<file path="config.mk">
export PLATFORM = sky130hd
export DESIGN_NAME = fc_out_reg
export DESIGN_NICKNAME = d
export VERILOG_FILES = /design/src/rtl/fc_pkg.sv /design/src/rtl/fc_out_reg.sv
export SDC_FILE = /design/constraint.sdc
export NUM_CORES = 1
export LEC_CHECK = 0
export BUFFER_PORTS_ARGS = -buffer_cell sky130_fd_sc_hd__buf_4
export CAP_MARGIN = 25
export CORE_MARGIN = 1.5
export CORE_UTILIZATION = 33
export DETAILED_ROUTE_END_ITERATION = 8
export PLACE_DENSITY = 0.57
export SLEW_MARGIN = 20
export SYNTH_ARGS = -nofsm -noshare
export SYNTH_HDL_FRONTEND = slang
export SYNTH_SLANG_ARGS = --single-unit
</file>
<file path="constraint.sdc">
create_clock -name clk_i -period 1.2 [get_ports clk_i]
set_input_delay 0.24 -clock clk_i [delete_from_list [all_inputs] [get_ports clk_i]]
set_output_delay 0.24 -clock clk_i [all_outputs]
set_load 0.03 [all_outputs]
</file>
<file path="src/rtl/fc_pkg.sv">
package fc_pkg;
  localparam int ADDR_W = 8;

  typedef enum logic [1:0] {
    FC_OK     = 2'd0,
    FC_NO_SOP = 2'd1,
    FC_NO_EOP = 2'd2
  } fc_err_e;
endpackage

</file>
<file path="src/rtl/fc_out_reg.sv">
module fc_out_reg
  import fc_pkg::*;
#(
  parameter int DATA_W = 32
) (
  input  logic              clk_i,
  input  logic              rst_ni,
  input  logic              load_i,
  input  logic              valid_i,
  input  logic              sop_i,
  input  logic              eop_i,
  input  logic [ADDR_W-1:0] addr_i,
  input  logic [DATA_W-1:0] data_i,
  input  fc_err_e           code_i,
  output logic              valid_o,
  output logic              sop_o,
  output logic              eop_o,
  output logic [ADDR_W-1:0] addr_o,
  output logic [DATA_W-1:0] data_o,
  output fc_err_e           code_o
);
  always_ff @(posedge clk_i or negedge rst_ni) begin
    if (!rst_ni) begin
      valid_o <= 1'b0;
      sop_o   <= 1'b0;
      eop_o   <= 1'b0;
      addr_o  <= '0;
      data_o  <= '0;
      code_o  <= FC_OK;
    end else if (load_i) begin
      valid_o <= valid_i;
      sop_o   <= sop_i;
      eop_o   <= eop_i;
      addr_o  <= addr_i;
      data_o  <= data_i;
      code_o  <= code_i;
    end
  end
endmodule

</file>
==> impl_metrics.yaml <==
critical_path:
  critPathKind: "reg2out"
  crit_family: "flip-flops"
  startpoint_type: "flop"
  r2r_cells: 1
  crit_path_max_fanout: 2
  crit_buf_inv: 1
  rr_startpoint: "data_o[1]"
  r2r_slack_ns: 0.42
  endpoint_kind: "primary output"
  worst_path_max_delay_cell: "dfrtp_1"
  critical-path-max-stage-delay_ns: 0.40
  r2r_end: "data_o[1]"
  cp.arrival_ns: 0.86
  worstPathRequired_ns: 0.96
  path_cells: "buf_4"
  worst-path-stages: 1
synthesis:
  synth.cell_area_um2: 1874
  post-synth-top-area-cell: "dfrtp_1"
  syn_nets: 143
  synth_xor_area_share_pct: 0
  avgSynthCellArea_um2: 19.73
  synth_warnings: 0
  ys_ff_latch: 45
  synthCells: 95
  synth_fa_ha_area_share_pct: 0
  yosys-mux-area-fraction_pct: 35.05
  synth_top_family_by_area: "multiplexers"
  synth_cell_type_count: 5
  synth_area_leaders: "dfrtp_1 (60%), mux2_4 (32%), buf_12 (4.3%), mux2_2 (3.0%), buf_6 (0.60%)"
  synth_compound_area_share_pct: 0
  synthSimpleGateAreaFrac_pct: 0
  synth_top_area_share_pct: 60.08
  ys_seq_area_share_pct: 60.08
final_layout:
  fin_nets: 241
  fill_cells: 472
  fin_util_pct: 49.13
  layout-drive-gt1-share_pct: 75.26
  layout_common_cells: "buf_4 (93), dfrtp_1 (45), mux2_4 (40)"
  instances_no_fill: 266
  num_antenna_cells: 0
  area_growth_pct: 44.33
  layout_commonest_cell: "buf_4"
power_and_ir_drop:
  powerDensity_nw_per_um2: 1357
  peakVddDrop_mv: 0.6473
  p_leak_uw: 0.001383
sta:
  whs_ns: 0.1763
  period_share_pct: 91.68
  setup_viol: 0
  rsz0062_at_grt: "no"
  fmax_mhz: 909.0
  layout_min_cycle_time_ns: 1.100
  finalSetupTns_ns: 0
  worst_clock_skew_ns: 0
  slew_headroom_pct: 62.04
  hold_viol_final: 0
  worst_pin_slew_ns: 0.5695
  final-max-slew-violation-count: 0
routing:
  drt_iter0_drc: 45
  drc: 0
  routedWlPerCell_um: 14.45
  dr.pass1.iters: 3
  vias: 1144
  ant_nets: 0
  vias_per_cell: 4.301
  routed_wl_mm: 3.845
min_path:
  min_path_type: "in2reg"
  min-delay-start: "data_i[21]"
  whs_endpoint: "data_o[21]"
  hold_path_depth: 2
cts:
  clock_latency_ns: 0.28
  cts_buffers: 5
  cts.clk_slew.worst_paths_ns: 0.08
  ctsHtreeMaxLevel: 2
  cts_root_buf: "clkbuf_8"
  cts_tree: "done"
  cts_setup_buffers: 0
  cts_sinks: 45
  cts_buffer_depth: 2
global_route:
  globalRouteOverflowTotal: 0
  busiest_layer: "met2"
  grt_pass1_vias: 1282
  use_met3_pct: 5.465
  antenna_found_initial: 0
  grt_max_degree: 46
  grt_util_all_layers_pct: 13.33
  use_met1_pct: 17.58
  grt_first_pass_wirelength_mm: 6.334
  met2_usage_pct: 19.57
die:
  initial_core_util_pct: 34.04
  die-area_um2: 6141
  die_w_um: 78.37
  num_rows: 27
  core_area_um2: 5507
  num_io_pins: 93
  die_h_um: 78.37
placement:
  io_buffers: 92
  dp.cells: 257
  gp_congestion: 0.7372
  dp_hpwl_mm: 2.816
run_status:
  status: "completed"
job:
  cap_violations: 0
[worst max-delay path by stage]
stage / startpoint / endpoint / slack (ns)
after floorplan: load_i / addr_o[0] / 0.26
after global placement: load_i / code_o[0] / 0.14
after detailed placement: load_i / data_o[6] / 0.11
after CTS: data_o[30] / data_o[30] / 0.08
after global routing: data_o[30] / data_o[30] / 0.05
final: code_o[0] / code_o[0] / 0.1
[logic make-up (layout without fill, tap and decap cells)]
group / count (synthesis) / after routing
multiplexers: 45 / 45
buffers and inverters: 5 / 104
flip-flops: 45 / 45
[per-stage QoR]
step / total power, uW / cell area (um^2) / setup slack, ns
final: 3672 / 2705 / 0.09985
after global routing: 3887 / 2705 / 0.05069
after CTS: 3743 / 2705 / 0.08049
after detailed placement: 2817 / 2611 / 0.1149
after global placement: 2800 / 2611 / 0.1369
after floorplan: 2386 / 1874 / 0.2578
[power by group]
part	switching [uW]	internal [uW]	leakage [uW]
Clock	479	412	0.0000385
Combinational	507	515	0.000818
Sequential	91.0	1670	0.000526
[synthesized netlist by cell type]
cell and count:
buf_6 1, mux2_4 40, dfrtp_1 45, buf_12 4, mux2_2 5
[cell type report]
class	instances	area, um^2	share of cell area, %
clock buffer	7	76.32	2.821
timing repair buffer	96	748.2	27.66
multi-input combinational	45	656.9	24.28
sequential	45	1126	41.63
tap	72	90.09	3.330
clock inverter	1	7.507	0.2775
[per-layer routing]
layer / part of all wire, % / vias up
met5: 0 / -
met4: 1.0 / 0
met3: 10 / 4
met2: 45 / 63
met1: 44 / 551
li1: - / 526
[state kept, by name (all words and copies together) (netlist names)]
name / cells
sop_o: 1
eop_o: 1
addr_o: 8
valid_o: 1
code_o: 2
data_o: 32
[repair_timing]
item / 4_1_cts / 5_1_grt
gates resized for setup: 0 / 0
hold endpoints to repair: 45 / 0
hold buffers: 1 / 0
No activity file was read; power rests on OpenSTA's default activity.
